`src/rtl/psr_pkg.sv`:
```
package psr_pkg;
  localparam int WORD_W = 32;
  localparam int MODE_W = 5;
  localparam int SEL_W  = 4;
  localparam int BANK_W = 3;

  localparam logic [WORD_W-1:0] FLAG_FIELD  = 32'hF000_0000;
  localparam logic [WORD_W-1:0] CTRL_FIELD  = 32'h0000_00DF;
  localparam logic [WORD_W-1:0] NARROW_KEEP = 32'hF000_00C3;
  localparam logic [WORD_W-1:0] RESET_WORD  = 32'h0000_00D3;
  localparam logic [SEL_W-1:0]  SEL_WHOLE   = 4'b1001;

  localparam int BIT_N = 31;
  localparam int BIT_Z = 30;
  localparam int BIT_C = 29;
  localparam int BIT_V = 28;
  localparam int BIT_I = 7;
  localparam int BIT_F = 6;
  localparam int BIT_T = 5;

  typedef enum logic [BANK_W-1:0] {
    BK_USR, BK_FIQ, BK_IRQ, BK_SVC, BK_ABT, BK_UND, BK_SYS, BK_NONE
  } bank_e;

  localparam int SAVED_SLOTS = 5;

  typedef enum logic [1:0] {UPD_NONE, UPD_FLAGS, UPD_CTRL, UPD_FULL} upd_e;

  function automatic logic [WORD_W-1:0] psr_merge(input logic [WORD_W-1:0] old_w,
                                                  input logic [WORD_W-1:0] new_w,
                                                  input upd_e u);
    logic [WORD_W-1:0] r;
    case (u)
      UPD_FULL:  r = new_w;
      UPD_CTRL:  r = (old_w & ~CTRL_FIELD) | (new_w & CTRL_FIELD);
      UPD_FLAGS: r = (old_w & ~FLAG_FIELD) | (new_w & FLAG_FIELD);
      default:   r = old_w;
    endcase
    return r;
  endfunction
endpackage

```
`src/rtl/psr_bank_map.sv`:
```
module psr_bank_map
  import psr_pkg::*;
(
  input  logic [MODE_W-1:0] mode_in,
  output bank_e             bank,
  output logic              has_saved
);
  always_comb begin
    case (mode_in)
      5'h10, 5'h00: bank = BK_USR;
      5'h11, 5'h01: bank = BK_FIQ;
      5'h12, 5'h02: bank = BK_IRQ;
      5'h13, 5'h03: bank = BK_SVC;
      5'h17:        bank = BK_ABT;
      5'h1B:        bank = BK_UND;
      5'h1F:        bank = BK_SYS;
      default:      bank = BK_NONE;
    endcase
  end

  assign has_saved = (bank != BK_USR) && (bank != BK_SYS) && (bank != BK_NONE);
endmodule

```
`src/rtl/psr_mask_decode.sv`:
```
module psr_mask_decode
  import psr_pkg::*;
(
  input  logic [SEL_W-1:0] sel,
  input  logic             privileged,
  output upd_e             upd
);
  always_comb begin
    if (privileged && sel == SEL_WHOLE)  upd = UPD_FULL;
    else if (privileged && sel[0])       upd = UPD_CTRL;
    else if (sel[SEL_W-1])               upd = UPD_FLAGS;
    else                                 upd = UPD_NONE;
  end
endmodule

```
`src/rtl/psr_saved_bank.sv`:
```
module psr_saved_bank
  import psr_pkg::*;
#(
  parameter int W     = WORD_W,
  parameter int SLOTS = SAVED_SLOTS
) (
  input  logic         clk,
  input  logic         rst_n,
  input  logic         wr_en,
  input  bank_e        wr_bank,
  input  logic [W-1:0] wr_word,
  input  bank_e        rd_a_bank,
  output logic [W-1:0] rd_a_word,
  input  bank_e        rd_b_bank,
  output logic [W-1:0] rd_b_word
);
  logic [W-1:0] slot_q [SLOTS];

  for (genvar i = 0; i < SLOTS; i++) begin : g_slot
    localparam bank_e OWNER = bank_e'(BANK_W'(i + 1));
    always_ff @(posedge clk or negedge rst_n) begin
      if (!rst_n)                           slot_q[i] <= '0;
      else if (wr_en && wr_bank == OWNER)   slot_q[i] <= wr_word;
    end
  end

  always_comb begin
    rd_a_word = '0;
    rd_b_word = '0;
    for (int k = 0; k < SLOTS; k++) begin
      if (rd_a_bank == bank_e'(BANK_W'(k + 1))) rd_a_word = slot_q[k];
      if (rd_b_bank == bank_e'(BANK_W'(k + 1))) rd_b_word = slot_q[k];
    end
  end
endmodule

```
`src/rtl/psr_write_ctrl.sv`:
```
module psr_write_ctrl
  import psr_pkg::*;
(
  input  logic              clk,
  input  logic              rst_n,
  input  logic              prog32_en,
  input  logic              wr_valid,
  output logic              wr_ready,
  input  logic              wr_to_saved,
  input  logic [SEL_W-1:0]  wr_mask,
  input  logic [WORD_W-1:0] wr_data,
  input  logic              exc_valid,
  input  logic [WORD_W-1:0] exc_word,
  input  logic [MODE_W-1:0] rd_mode,
  output logic [WORD_W-1:0] rd_spsr,
  output logic [WORD_W-1:0] cpsr,
  output logic              flag_n,
  output logic              flag_z,
  output logic              flag_c,
  output logic              flag_v,
  output logic              irq_mask,
  output logic              fiq_mask,
  output logic              thumb,
  output logic [MODE_W-1:0] mode,
  output logic              mode_chg
);
  logic [WORD_W-1:0] live_q, live_raw, live_d;
  logic              live_we;
  logic              chg_q;

  bank_e cur_bank, rd_bank, exc_bank;
  logic  cur_has, rd_has, exc_has;
  upd_e  upd_live, upd_saved;

  logic [WORD_W-1:0] cur_saved_word, rd_saved_word, saved_wr_word;
  logic              saved_we;
  bank_e             saved_wr_bank;

  logic wr_take;

  psr_bank_map u_map_cur (.mode_in(live_q[MODE_W-1:0]), .bank(cur_bank), .has_saved(cur_has));
  psr_bank_map u_map_rd  (.mode_in(rd_mode),             .bank(rd_bank),  .has_saved(rd_has));
  psr_bank_map u_map_exc (.mode_in(exc_word[MODE_W-1:0]), .bank(exc_bank), .has_saved(exc_has));

  psr_mask_decode u_dec_live  (.sel(wr_mask), .privileged(cur_bank != BK_USR), .upd(upd_live));
  psr_mask_decode u_dec_saved (.sel(wr_mask), .privileged(1'b1),               .upd(upd_saved));

  assign wr_ready = !exc_valid;
  assign wr_take  = wr_valid && wr_ready;

  always_comb begin
    live_we  = 1'b0;
    live_raw = live_q;
    if (exc_valid) begin
      live_we  = 1'b1;
      live_raw = exc_word;
    end else if (wr_take && !wr_to_saved) begin
      live_we  = 1'b1;
      live_raw = psr_merge(live_q, wr_data, upd_live);
    end
    live_d = prog32_en ? live_raw : (live_raw & NARROW_KEEP);
  end

  always_comb begin
    saved_we      = 1'b0;
    saved_wr_bank = BK_NONE;
    saved_wr_word = live_q;
    if (exc_valid) begin
      saved_we      = exc_has;
      saved_wr_bank = exc_bank;
      saved_wr_word = live_q;
    end else if (wr_take && wr_to_saved) begin
      saved_we      = cur_has;
      saved_wr_bank = cur_bank;
      saved_wr_word = psr_merge(cur_saved_word, wr_data, upd_saved);
    end
  end

  psr_saved_bank u_saved (
    .clk       (clk),
    .rst_n     (rst_n),
    .wr_en     (saved_we),
    .wr_bank   (saved_wr_bank),
    .wr_word   (saved_wr_word),
    .rd_a_bank (cur_bank),
    .rd_a_word (cur_saved_word),
    .rd_b_bank (rd_bank),
    .rd_b_word (rd_saved_word)
  );

  always_ff @(posedge clk or negedge rst_n) begin
    if (!rst_n) begin
      live_q <= RESET_WORD;
      chg_q  <= 1'b0;
    end else begin
      if (live_we) live_q <= live_d;
      chg_q <= live_we && (live_d[MODE_W-1:0] != live_q[MODE_W-1:0]);
    end
  end

  assign rd_spsr  = rd_has ? rd_saved_word : live_q;
  assign cpsr     = live_q;
  assign flag_n   = live_q[BIT_N];
  assign flag_z   = live_q[BIT_Z];
  assign flag_c   = live_q[BIT_C];
  assign flag_v   = live_q[BIT_V];
  assign irq_mask = live_q[BIT_I];
  assign fiq_mask = live_q[BIT_F];
  assign thumb    = live_q[BIT_T];
  assign mode     = live_q[MODE_W-1:0];
  assign mode_chg = chg_q;
endmodule

```
`config.mk`:
```
export PLATFORM = sky130hd
export DESIGN_NAME = psr_write_ctrl
export DESIGN_NICKNAME = d
export VERILOG_FILES = /design/src/rtl/psr_pkg.sv /design/src/rtl/psr_bank_map.sv /design/src/rtl/psr_mask_decode.sv /design/src/rtl/psr_saved_bank.sv /design/src/rtl/psr_write_ctrl.sv
export SDC_FILE = /design/constraint.sdc
export NUM_CORES = 1
export LEC_CHECK = 0
export ABC_AREA = 1
export BUFFER_PORTS_ARGS = -buffer_cell sky130_fd_sc_hd__buf_4
export CAP_MARGIN = 20
export CORE_MARGIN = 2
export CORE_UTILIZATION = 30
export CTS_CLUSTER_DIAMETER = 120
export DETAILED_ROUTE_END_ITERATION = 8
export SYNTH_ARGS = -nofsm -noshare
export SYNTH_HDL_FRONTEND = slang
export SYNTH_SLANG_ARGS = --single-unit
```
`constraint.sdc`:
```
create_clock -name clk -period 2.4 [get_ports clk]
set_input_delay 0.12 -clock clk [delete_from_list [all_inputs] [get_ports clk]]
set_output_delay 0.12 -clock clk [all_outputs]
set_load 0.02 [all_outputs]
```
# --- Word level (Yosys, flattened, before mapping) ---
# Memory sizes are Yosys's and may differ from the RTL's.
# Index checks and enable logic that the tools add are counted.
word_totals:
  reg_bits: 193
  latch_bits: 0
  mem_bits_rw: 0
  rom_bits: 288
  in_bits: 79
  output_inout_bits: 78
  elab_cells: 98
  n_memories: 3
op_classes:
  add_sub_neg: 0
  n_mul: 0
  div_mod_pow: 0
  magnitude_cmp: 0
  eq_ne: 31
  n_shift: 0
  n_mux: 29
  n_bitwise: 4
  n_reduce_logical: 23
mem_list:
  columns: ["name", "depth", "width", "read_ports", "rd_clocked_by_memory_dff", "write_ports", "line", "source"]
  rows:
  - ["(name not given)", 32, 3, 1, 0, 0, "psr_bank_map.sv:9", "case (mode_in)"]
  - ["(name not given)", 32, 3, 1, 0, 0, "psr_bank_map.sv:9", null]
  - ["(name not given)", 32, 3, 1, 0, 0, "psr_bank_map.sv:9", null]
op_table:
  columns: ["operator", "n"]
  rows:
  - ["2-to-1 mux 32 bit", 15]
  - ["case mux 32 bit (3 select lines)", 2]
  - ["bitwise OR 28 x 32 -> 32 bit", 2]
  - ["bitwise OR 32 x 8 -> 32 bit", 2]
  - ["2-to-1 mux 28 bit", 1]
  - ["equality test 3 x 2 -> 1 bit (second input constant)", 6]
  - ["equality test 3 bit (second input constant)", 6]
  - ["inequality test 3 bit (second input constant)", 6]
  - ["logical AND 1 bit", 17]
  - ["equality test 3 x 1 -> 1 bit (second input constant)", 3]
  - ["nonzero test 3 bit", 3]
  - ["equality test 2 bit (second input constant)", 4]
  - ["2-to-1 mux 2 bit", 4]
  - ["2-to-1 mux 3 bit", 2]
  - ["2-to-1 mux 1 bit", 5]
  - ["inequality test 5 x 1 -> 1 bit (second input constant)", 1]
  - ["inequality test 5 bit", 1]
  - ["equality test 2 x 1 -> 1 bit (second input constant)", 2]
  - ["equality test 4 bit (second input constant)", 1]
  - ["inequality test 3 x 1 -> 1 bit (second input constant)", 1]
  - ["AND reduction 3 bit", 1]
  - ["logical NOT 1 bit", 2]

# --- Logic depth before layout (Yosys ltp) ---
# Gate-level depths: netlist of run 1.
# An unclocked memory read counts as a cell.
depth:
  word_depth: 12
  depth_mapped: 17
  mapped_depth_nobuf: 16

# --- By module ---
# From an unflattened synthesis of run 1, not the netlist that was laid out.
unflattened:
  hier_cells: 1725
  hier_area_um2: 11905.2
modules_own_cells:
  columns: ["mod", "instances", "cells_each", "area_each_um2", "seq_area_each_um2"]
  rows:
  - ["psr_saved_bank", 1, 1165, 8415.6, 4003.8]
  - ["psr_write_ctrl", 1, 492, 3176.8, 832.0]
  - ["psr_bank_map (u_map_exc ...)", 2, 19, 86.3, 0.0]
  - ["psr_bank_map (u_map_cur)", 1, 18, 95.1, 0.0]
  - ["psr_mask_decode", 2, 6, 22.5, 0.0]

# --- Worst setup path before layout of run 1 ---
# No wires, ideal clock.
synth_path:
  kind: "register to register"
  from: "reg live_q[2] (netlist: cpsr[2])"
  to: "reg chg_q (netlist: mode_chg)"
  arrival_ns: 2.101
  setup_slack_ns: 0.165
  stages_incl_launch_ff: 18
  path_buffers: 2
  period_less_slack_ns: 2.235
  path_cell_list: "dfrtp_1 buf_2 inv_2 nand4_1 a21oi_1 inv_1 ha_1 nor2_1 buf_2 nand3_1 nand3_1 nand2_1 nand2_1 nand2_1 inv_1 nand3_1 nor2_1 nor2_1"
synth_via:
  elab_chain_len: 12
synth_rtl:
  columns: ["item", "line", "source"]
  rows:
  - ["start: declaration", "psr_write_ctrl.sv:27", "logic [WORD_W-1:0] live_q, live_raw, live_d;"]
  - ["start signal: assignment", "psr_write_ctrl.sv:96", "if (live_we) live_q <= live_d;"]
  - ["memory (32 x 3 bit)", null, null]
  - ["nonzero test 3 bit", "psr_write_ctrl.sv:45", "psr_mask_decode u_dec_live (.sel(wr_mask), .privileged(cur_bank != BK_USR), .upd(upd_live));"]
  - ["logical AND 1 bit", "psr_mask_decode.sv:10", "else if (privileged && sel[0]) upd = UPD_CTRL;"]
  - ["2-to-1 mux 2 bit", "psr_mask_decode.sv:10", null]
  - ["2-to-1 mux 2 bit", "psr_mask_decode.sv:9", "if (privileged && sel == SEL_WHOLE) upd = UPD_FULL;"]
  - ["equality test 2 x 1 -> 1 bit or equality test 2 bit (tied branches)", "psr_pkg.sv:33", "case (u)"]
  - ["case mux 32 bit (3 select lines)", "psr_pkg.sv:33", null]
  - ["2-to-1 mux 32 bit", "psr_write_ctrl.sv:57", "end else if (wr_take && !wr_to_saved) begin"]
  - ["2-to-1 mux 32 bit", "psr_write_ctrl.sv:54", "if (exc_valid) begin"]
  - ["2-to-1 mux 28 bit", "psr_write_ctrl.sv:61", "live_d = prog32_en ? live_raw : (live_raw & NARROW_KEEP);"]
  - ["inequality test 5 bit *", "psr_write_ctrl.sv:97", "chg_q <= live_we && (live_d[MODE_W-1:0] != live_q[MODE_W-1:0]);"]
  - ["logical AND 1 bit *", "psr_write_ctrl.sv:97", null]
  - ["end signal: assignment", "psr_write_ctrl.sv:97", null]
  - ["end: declaration", "psr_write_ctrl.sv:29", "logic chg_q;"]
# Every way passes the cells marked *; elsewhere a longest branch is shown, timed or not. The select of a mux whose other input is x is not followed.
# A chain may end at the register's enable or synchronous reset.

# --- Final worst setup path of run 1 ---
layout_path:
  from: "reg live_q[1] (netlist: cpsr[1])"
  to: "reg live_q[29] (netlist: cpsr[29])"
layout_via:
  elab_chain_len: 9
layout_rtl:
  columns: ["item", "line"]
  rows:
  - ["memory (32 x 3 bit) *", null]
  - ["nonzero test 3 bit *", "psr_write_ctrl.sv:45"]
  - ["logical AND 1 bit", "psr_mask_decode.sv:10"]
  - ["2-to-1 mux 2 bit", "psr_mask_decode.sv:10"]
  - ["2-to-1 mux 2 bit *", "psr_mask_decode.sv:9"]
  - ["equality test 2 x 1 -> 1 bit or equality test 2 bit (tied branches)", "psr_pkg.sv:33"]
  - ["case mux 32 bit (3 select lines) *", "psr_pkg.sv:33"]
  - ["2-to-1 mux 32 bit *", "psr_write_ctrl.sv:57"]
  - ["2-to-1 mux 32 bit *", "psr_write_ctrl.sv:54"]
# Marked as above.

==> results of run 1 <==
-- state kept, by name, indices dropped and copies added (netlist names) --
signal / flops
cpsr: 32
mode_chg: 1
u_saved.slot_q: 160
-- tightest hold or removal path, stage by stage --
cell	delay, ns
sky130_fd_sc_hd__buf_4	0.08
sky130_fd_sc_hd__nand2_1	0.04
sky130_fd_sc_hd__o21ai_0	0.06
sky130_fd_sc_hd__nand2_1	0.05
sky130_fd_sc_hd__o21ai_0	0.07
-- area by class of cell --
type	count	area share (%)
Clock buffer	23	3.465
Inverter	198	5.086
Sequential cell	193	32.98
Clock inverter	9	0.6400
Timing Repair Buffer	232	13.50
Multi-Input combinational cell	1281	39.90
Tap cell	518	4.421
-- synth_stat cells (4+ instances only) --
library cell,number
sky130_fd_sc_hd__ha_1,4
sky130_fd_sc_hd__buf_4,13
sky130_fd_sc_hd__o211ai_1,4
sky130_fd_sc_hd__nand4_1,106
sky130_fd_sc_hd__o22ai_1,36
sky130_fd_sc_hd__o221ai_1,32
sky130_fd_sc_hd__buf_2,30
sky130_fd_sc_hd__inv_1,189
sky130_fd_sc_hd__dfstp_2,5
sky130_fd_sc_hd__dfrtp_1,188
sky130_fd_sc_hd__inv_2,9
sky130_fd_sc_hd__a22oi_1,6
sky130_fd_sc_hd__nand3_1,46
sky130_fd_sc_hd__clkbuf_1,78
sky130_fd_sc_hd__a21oi_1,35
sky130_fd_sc_hd__nand2_1,770
sky130_fd_sc_hd__o21ai_0,111
sky130_fd_sc_hd__o2111ai_1,12
sky130_fd_sc_hd__nor2_1,104
-- kinds of logic after synthesis --
group	count (synthesis)	share of synthesized area [%]
AOI/OAI and AO/OA	242	12.38
buffers and inverters	321	10.85
adders and majority gates	4	0.4205
xor gates and xnor gates	1	0.07360
DFF	193	40.63
and+or+nand+nor	1034	35.64
-- through the flow --
| step | cell area (um^2) | utilization, % | TNS, ns | instances | setup slack [ns] |
|---|---|---|---|---|---|
| floorplan | 11900 | - | 0 | 1795 | 0.1655 |
| global placement | 13880 | 35.68 | 0 | 2408 | 0.06706 |
| detailed placement | 13880 | 35.68 | 0 | 2408 | 0.005373 |
| CTS | 14550 | 37.39 | 0 | 2446 | 0.04499 |
| global route | 14660 | 37.67 | -0.04614 | 2454 | -0.04614 |
| finish | 14660 | 37.67 | 0 | 2454 | 0.1039 |
-- power by group through the flow --
stage,logic (mW),registers [mW],clock network (mW)
floorplan,1.69,4.34,0
global placement,2.74,4.41,0
finish,2.86,4.38,2.98
CTS,2.81,4.36,3.01
detailed placement,2.79,4.42,0
global route,3.16,4.45,3.16
-- per-layer routing --
layer  share of wire [%]  vias to the layer above  wire length, um  global-route usage (%)
met1                  42                     6172            19610                   29.73
met2                  47                      619            21760                   36.71
met5                   0                        -                0                       0
met3                 7.1                      113             3324                   3.004
li1                    -                     6010                -                       -
met4                 4.4                        0             2057                   10.69
-- repair_timing --
action,4_1_cts,5_1_grt
endpoints found under the setup margin,1,78
gates resized for setup,1,19
setup buffers,0,8
hold endpoints to repair,62,0
hold buffers,6,0
pin swaps,0,10
-- final timing paths --
kind / startpoint / endpoint / slack, ns
setup / recovery: cpsr[1] / cpsr[29] / 0.10
setup reg to reg: cpsr[1] / cpsr[29] / 0.10
min in group asynchronous: rst_n / cpsr[31] / 0.24
hold / removal: exc_word[7] / cpsr[7] / -0.0003
max in group asynchronous: rst_n / u_saved.slot_q[46] / 1.36
hold reg to reg: u_saved.slot_q[121] / u_saved.slot_q[121] / 0.48
==> reports/metrics.cfg, run 1 <==
[timing]
maxSlewViolCount = 0
fin_worst_skew_ns = 0.02031
tightestPinTransition_ns = 0.6506
final.min_clock_period_ns = 2.296
max-slew-margin-rel_pct = 56.63
setup_viol = 0
hold_slack_ns = -0.0002779
timing.final.hold_violations = 1
rsz0062_at_grt = true
fin_crit_sh_pct = 95.67
fmaxAchievable_mhz = 435.5

[finish]
final_layout_size_suffix_gt1_share_pct = 15.50
nNetsFinal = 2006
final.fill_count = 4155
commonest_non_fill_non_tap_cells_in_the_layout = 767 x sky130_fd_sc_hd__nand2_1, 207 x sky130_fd_sc_hd__buf_4, 188 x sky130_fd_sc_hd__dfrtp_1
layout.cells.most_common = sky130_fd_sc_hd__nand2_1
layout.area.seq_mm2 = 0.004836
num_antenna_cells = 0
multiInputGateArea_mm2 = 0.005851
area.growth.synth_to_final_pct = 23.19

[clocking]
htreeDepth = 4
cts_inserted_buffers = 17
tritoncts_num_sinks = 193
clk-insertion-delay-late_ns = 0.45
cts.clk_slew.worst_paths_ns = 0.09
clock_tree_buffer_depth = 2
cts.root.buffer_cell = sky130_fd_sc_hd__clkbuf_16
cts_tree = built

[worst_setup_path]
cells_along_the_critical_path = inv_2, nand4_1, a21oi_2, buf_4, ha_4, buf_4, nor2_1, o22ai_1, a22oi_1, a21oi_1
critical_path.startpoint_type = register
sort_of_element_at_the_end_of_the_critical_path = register
crit_cells = 10
cell_class_contributing_the_biggest_share_of_worst_path_delay = compound AO/OA/AOI/OAI gates
cell_count_of_the_worst_reg_to_reg_path = 10
crit_buf_inv = 3
cpMaxStageDelayCell = sky130_fd_sc_hd__dfstp_2
critical_path_class = register to register
cell_seen_most_often_among_critical_path_stages = sky130_fd_sc_hd__buf_4
critical_path.max_fanout = 4
slowest_delay_ns = 0.55
cp_data_required_time_ns = 2.74
worstPathArrival_ns = 2.64

[run_status]
outcome = finished, violations left
violations = hold timing

[pwr]
power_report.internal_total_mw = 6.519
switching_share_pct = 36.21
power.switching_mw = 3.700
power.density_cell_area_mw_per_mm2 = 697.0
power_frac_comb_pct = 28.0
p_clk_share_pct = 29.2
vdd.ir_drop.worst_mv = 0.6064
power.total_mw = 10.22
share_seq_of_total_power_pct = 42.9
power_leakage_nw = 7.474

[detailed_routing]
vias = 12914
detailed_route_vias_per_instance = 5.262
average_wire_length_per_cell_after_detail_routing_um = 19.05
drc_errors = 0
dr.first_iter.drc_count = 1245
ant_nets = 0
dr.pass1.iters = 5
wl_um = 46760

[flow_run]
cap_viol_max_count = 0

[synthesis]
synth-edff-count = 0
synth.net_count = 1878
synth_ff_type = sky130_fd_sc_hd__dfrtp_1
ys.warnings.count = 0
synth_top_area_cell = sky130_fd_sc_hd__dfrtp_1
synth_cells = 1795
syn_area_per_cell_um2 = 6.630
synth.distinct_cells = 31
syn-cell-area_mm2 = 0.01190
synth-async-reset-ratio_pct = 100.0
synth_register_bits = 193
yosysTopAreaCellShare_pct = 39.53
post_synth_main_area_contributors = sky130_fd_sc_hd__dfrtp_1 40%, sky130_fd_sc_hd__nand2_1 24%, sky130_fd_sc_hd__inv_1 6.0%
seq_area_frac_synth_pct = 40.63

[global_routing]
total_global_routing_track_utilization_pct = 22.57
grt_first_pass_wirelength_um = 71850
initial_antenna_violation_count = 0
global_route.overflow_total = 0
pin_count_of_the_biggest_net_entering_global_routing = 67
first_global_vias = 12458

[placement]
port_buffers = 156
hpwlAfterDp_um = 30190
gp_congestion = 0.8818

[floorplanning]
placeable_core_area_mm2 = 0.03892
fp-row-count = 72
start_util_pct = 30.58
die_w_um = 203.2
die_h_um = 203.2
number_of_i_o_pins = 157
die_area_mm2 = 0.04128

[min_path]
hp-class = primary input to register
cell_depth_of_the_worst_min_delay_path = 5

Note: power is estimated with default switching activity, not from simulation.
==> inputs of run 2 (changes only) <==
CORE_MARGIN = default   (was 2)
HOLD_SLACK_MARGIN = 0.15   (was default)
==> reports/metrics.cfg, run 2 (synthesis results as in run 1) <==
[detailed_routing]
average_wire_length_per_cell_after_detail_routing_um = 18.76  ; -1.6%
drc_errors = 0  ; unchanged
wl_um = 46560  ; -0.43%
vias = 13046  ; +1.0%
dr.pass1.iters = 6  ; +1
ant_nets = 0  ; unchanged
dr.first_iter.drc_count = 1348  ; +8.3%
detailed_route_vias_per_instance = 5.256  ; -0.12%

[clocking]
htreeDepth = 4  ; unchanged
clock_tree_buffer_depth = 2  ; unchanged
cts.clk_slew.worst_paths_ns = 0.08  ; about the same
cts_tree = built
cts.root.buffer_cell = sky130_fd_sc_hd__clkbuf_16
clk-insertion-delay-late_ns = 0.45  ; about the same
cts_inserted_buffers = 17  ; unchanged
tritoncts_num_sinks = 193  ; unchanged

[worst_setup_path]
cp_data_required_time_ns = 2.74  ; about the same
cell_count_of_the_worst_reg_to_reg_path = 15  ; +5
critical_path.max_fanout = 5  ; +1
critical_path.startpoint_type = register
critPathLaunch = cpsr[1]
reg2reg_setup_slack_ns = 0.11  ; about the same
critical_path_class = register to register
worstPathArrival_ns = 2.64  ; about the same
rr_startpoint = cpsr[1]
r2r_end = mode_chg
sort_of_element_at_the_end_of_the_critical_path = register

[pwr]
power.density_cell_area_mw_per_mm2 = 679.0  ; -2.6%
share_seq_of_total_power_pct = 43.3  ; +0.4 points
power_report.internal_total_mw = 6.368  ; -2.3%
power.switching_mw = 3.722  ; +0.61%
power_frac_comb_pct = 28.5  ; +0.5 points
switching_share_pct = 36.89  ; +0.69 points
vdd.ir_drop.worst_mv = 0.5322  ; -12%
p_clk_share_pct = 28.2  ; -1.0 points
power_leakage_nw = 7.551  ; +1.0%

[flow_run]
cap_viol_max_count = 0  ; unchanged

[placement]
port_buffers = 156  ; unchanged
place_inst = 2412  ; +0.17%
placement.setup.worst_slack_ns = 0.08462  ; +0.07925 ns
gp_congestion = 0.8511  ; -3.5%
hpwlAfterDp_um = 29720  ; -1.6%

[global_routing]
first_global_vias = 12241  ; -1.7%
pin_count_of_the_biggest_net_entering_global_routing = 65  ; -3.0%
total_global_routing_track_utilization_pct = 22.80  ; +0.23 points
initial_antenna_violation_count = 0  ; unchanged
grt_first_pass_wirelength_um = 71420  ; -0.60%
global_route.overflow_total = 0  ; unchanged

[timing]
fin_worst_skew_ns = 0.009665  ; -0.01064 ns
timing.final.hold_violations = 0  ; -1
max-slew-margin-rel_pct = 53.25  ; -3.4 points
fmaxAchievable_mhz = 435.8  ; about the same
fin_crit_sh_pct = 95.62  ; about the same
hold_slack_ns = 0.1701  ; +0.1703 ns
tightestPinTransition_ns = 0.6993  ; +0.04866 ns
rsz0062_at_grt = true
final.setup.worst_slack_ns = 0.1051  ; +0.001221 ns
maxSlewViolCount = 0  ; unchanged
final.min_clock_period_ns = 2.295  ; -0.001221 ns
setup_viol = 0  ; unchanged

[floorplanning]
number_of_i_o_pins = 157  ; unchanged
fp-row-count = 72  ; unchanged
placeable_core_area_mm2 = 0.03892  ; unchanged
die_h_um = 201.2  ; -0.98%
die_area_mm2 = 0.04047  ; -2.0%
die_w_um = 201.2  ; -0.98%
start_util_pct = 30.58  ; unchanged

[min_path]
hold_path_startpoint = wr_data[20]
worstHoldEndpoint = cpsr[20]
cell_depth_of_the_worst_min_delay_path = 7  ; +2
hp-class = primary input to register

[finish]
layout.cells.most_common = sky130_fd_sc_hd__nand2_1
area.growth.synth_to_final_pct = 24.85
final_cells = 2482  ; +1.1%
final.fill_count = 4136  ; -0.46%
final_layout_size_suffix_gt1_share_pct = 14.77  ; -0.73 points
register_name_with_the_most_flops = u_saved.slot_q
commonest_non_fill_non_tap_cells_in_the_layout = 767 x sky130_fd_sc_hd__nand2_1, 203 x sky130_fd_sc_hd__buf_4, 188 x sky130_fd_sc_hd__inv_1, 188 x sky130_fd_sc_hd__dfrtp_1, 111 x sky130_fd_sc_hd__o21ai_0
largest_reg_flops = 160  ; unchanged
nNetsFinal = 2034  ; +1.4%
num_antenna_cells = 0  ; unchanged

[run_status]
outcome = completed

==> run 2: final cells by class <==
type                            instances  area (um^2)  area share [%]
Clock buffer                           18        429.2           2.888
Clock inverter                         14        131.4          0.8841
Inverter                              198        745.7           5.019
Multi-Input combinational cell       1281         5824           39.20
Sequential cell                       193         4836           32.54
Tap cell                              518        648.1           4.362
Timing Repair Buffer                  260         2245           15.11
==> run 2: worst max-delay path by stage <==
stage               cells after the start  endpoint  slack (ns)
finish                                 15  mode_chg        0.11
global route                           14  mode_chg       -0.08
CTS                                    16  mode_chg        0.07
detailed placement                     14  mode_chg        0.08
global placement                       15  mode_chg        0.12
floorplan                              17  mode_chg        0.17
==> run 2: timing repair <==
item | CTS | global route
endpoints found under the hold margin | 134 | 0
hold buffers | 37 | 0
resized for setup | 0 | 15
setup endpoints to repair | 0 | 101
buffers inserted | 0 | 1
==> run 2: layer usage <==
layer	up-vias	wire (um)	share of wire [%]	global-route usage (%)
met5	-	0	0	0
met4	0	2135	4.6	11.31
met3	116	3655	7.9	2.948
met2	679	21510	46	36.32
met1	6184	19250	41	30.44
li1	6067	-	-	-
==> run 2: worst max-delay path, cell delays in order (launching register included) <==
cell,delay [ns]
sky130_fd_sc_hd__dfstp_2,0.54
sky130_fd_sc_hd__inv_1,0.08
sky130_fd_sc_hd__nand4_1,0.18
sky130_fd_sc_hd__a21oi_2,0.10
sky130_fd_sc_hd__buf_4,0.14
sky130_fd_sc_hd__ha_2,0.20
sky130_fd_sc_hd__inv_1,0.10
sky130_fd_sc_hd__nand4_1,0.20
sky130_fd_sc_hd__nand2_1,0.11
sky130_fd_sc_hd__nand3_1,0.13
sky130_fd_sc_hd__nand2_1,0.10
sky130_fd_sc_hd__nand2_1,0.05
sky130_fd_sc_hd__nand2_1,0.06
sky130_fd_sc_hd__nand3_1,0.07
sky130_fd_sc_hd__nor2_1,0.08
sky130_fd_sc_hd__nor2_1,0.05
==> run 2: power groups by stage <==
stage          logic, mW  registers, mW  clock network (mW)
2_1_floorplan       1.69           4.34                   0
3_3_place_gp        2.72           4.40                   0
3_5_place_dp        2.78           4.41                   0
4_1_cts             2.84           4.35                2.87
5_1_grt             3.17           4.45                3.00
6_report            2.88           4.37                2.84
==> run 2: metrics by stage <==
| step | util, % | cell area, um^2 | power, mW | setup TNS (ns) |
|---|---|---|---|---|
| floorplan | - | 11900 | 6.030 | 0 |
| global placement | 35.66 | 13880 | 7.123 | 0 |
| detailed placement | 35.66 | 13880 | 7.189 | 0 |
| CTS | 38.05 | 14810 | 10.07 | 0 |
| global route | 38.18 | 14860 | 10.62 | -0.07841 |
| finish | 38.18 | 14860 | 10.09 | 0 |
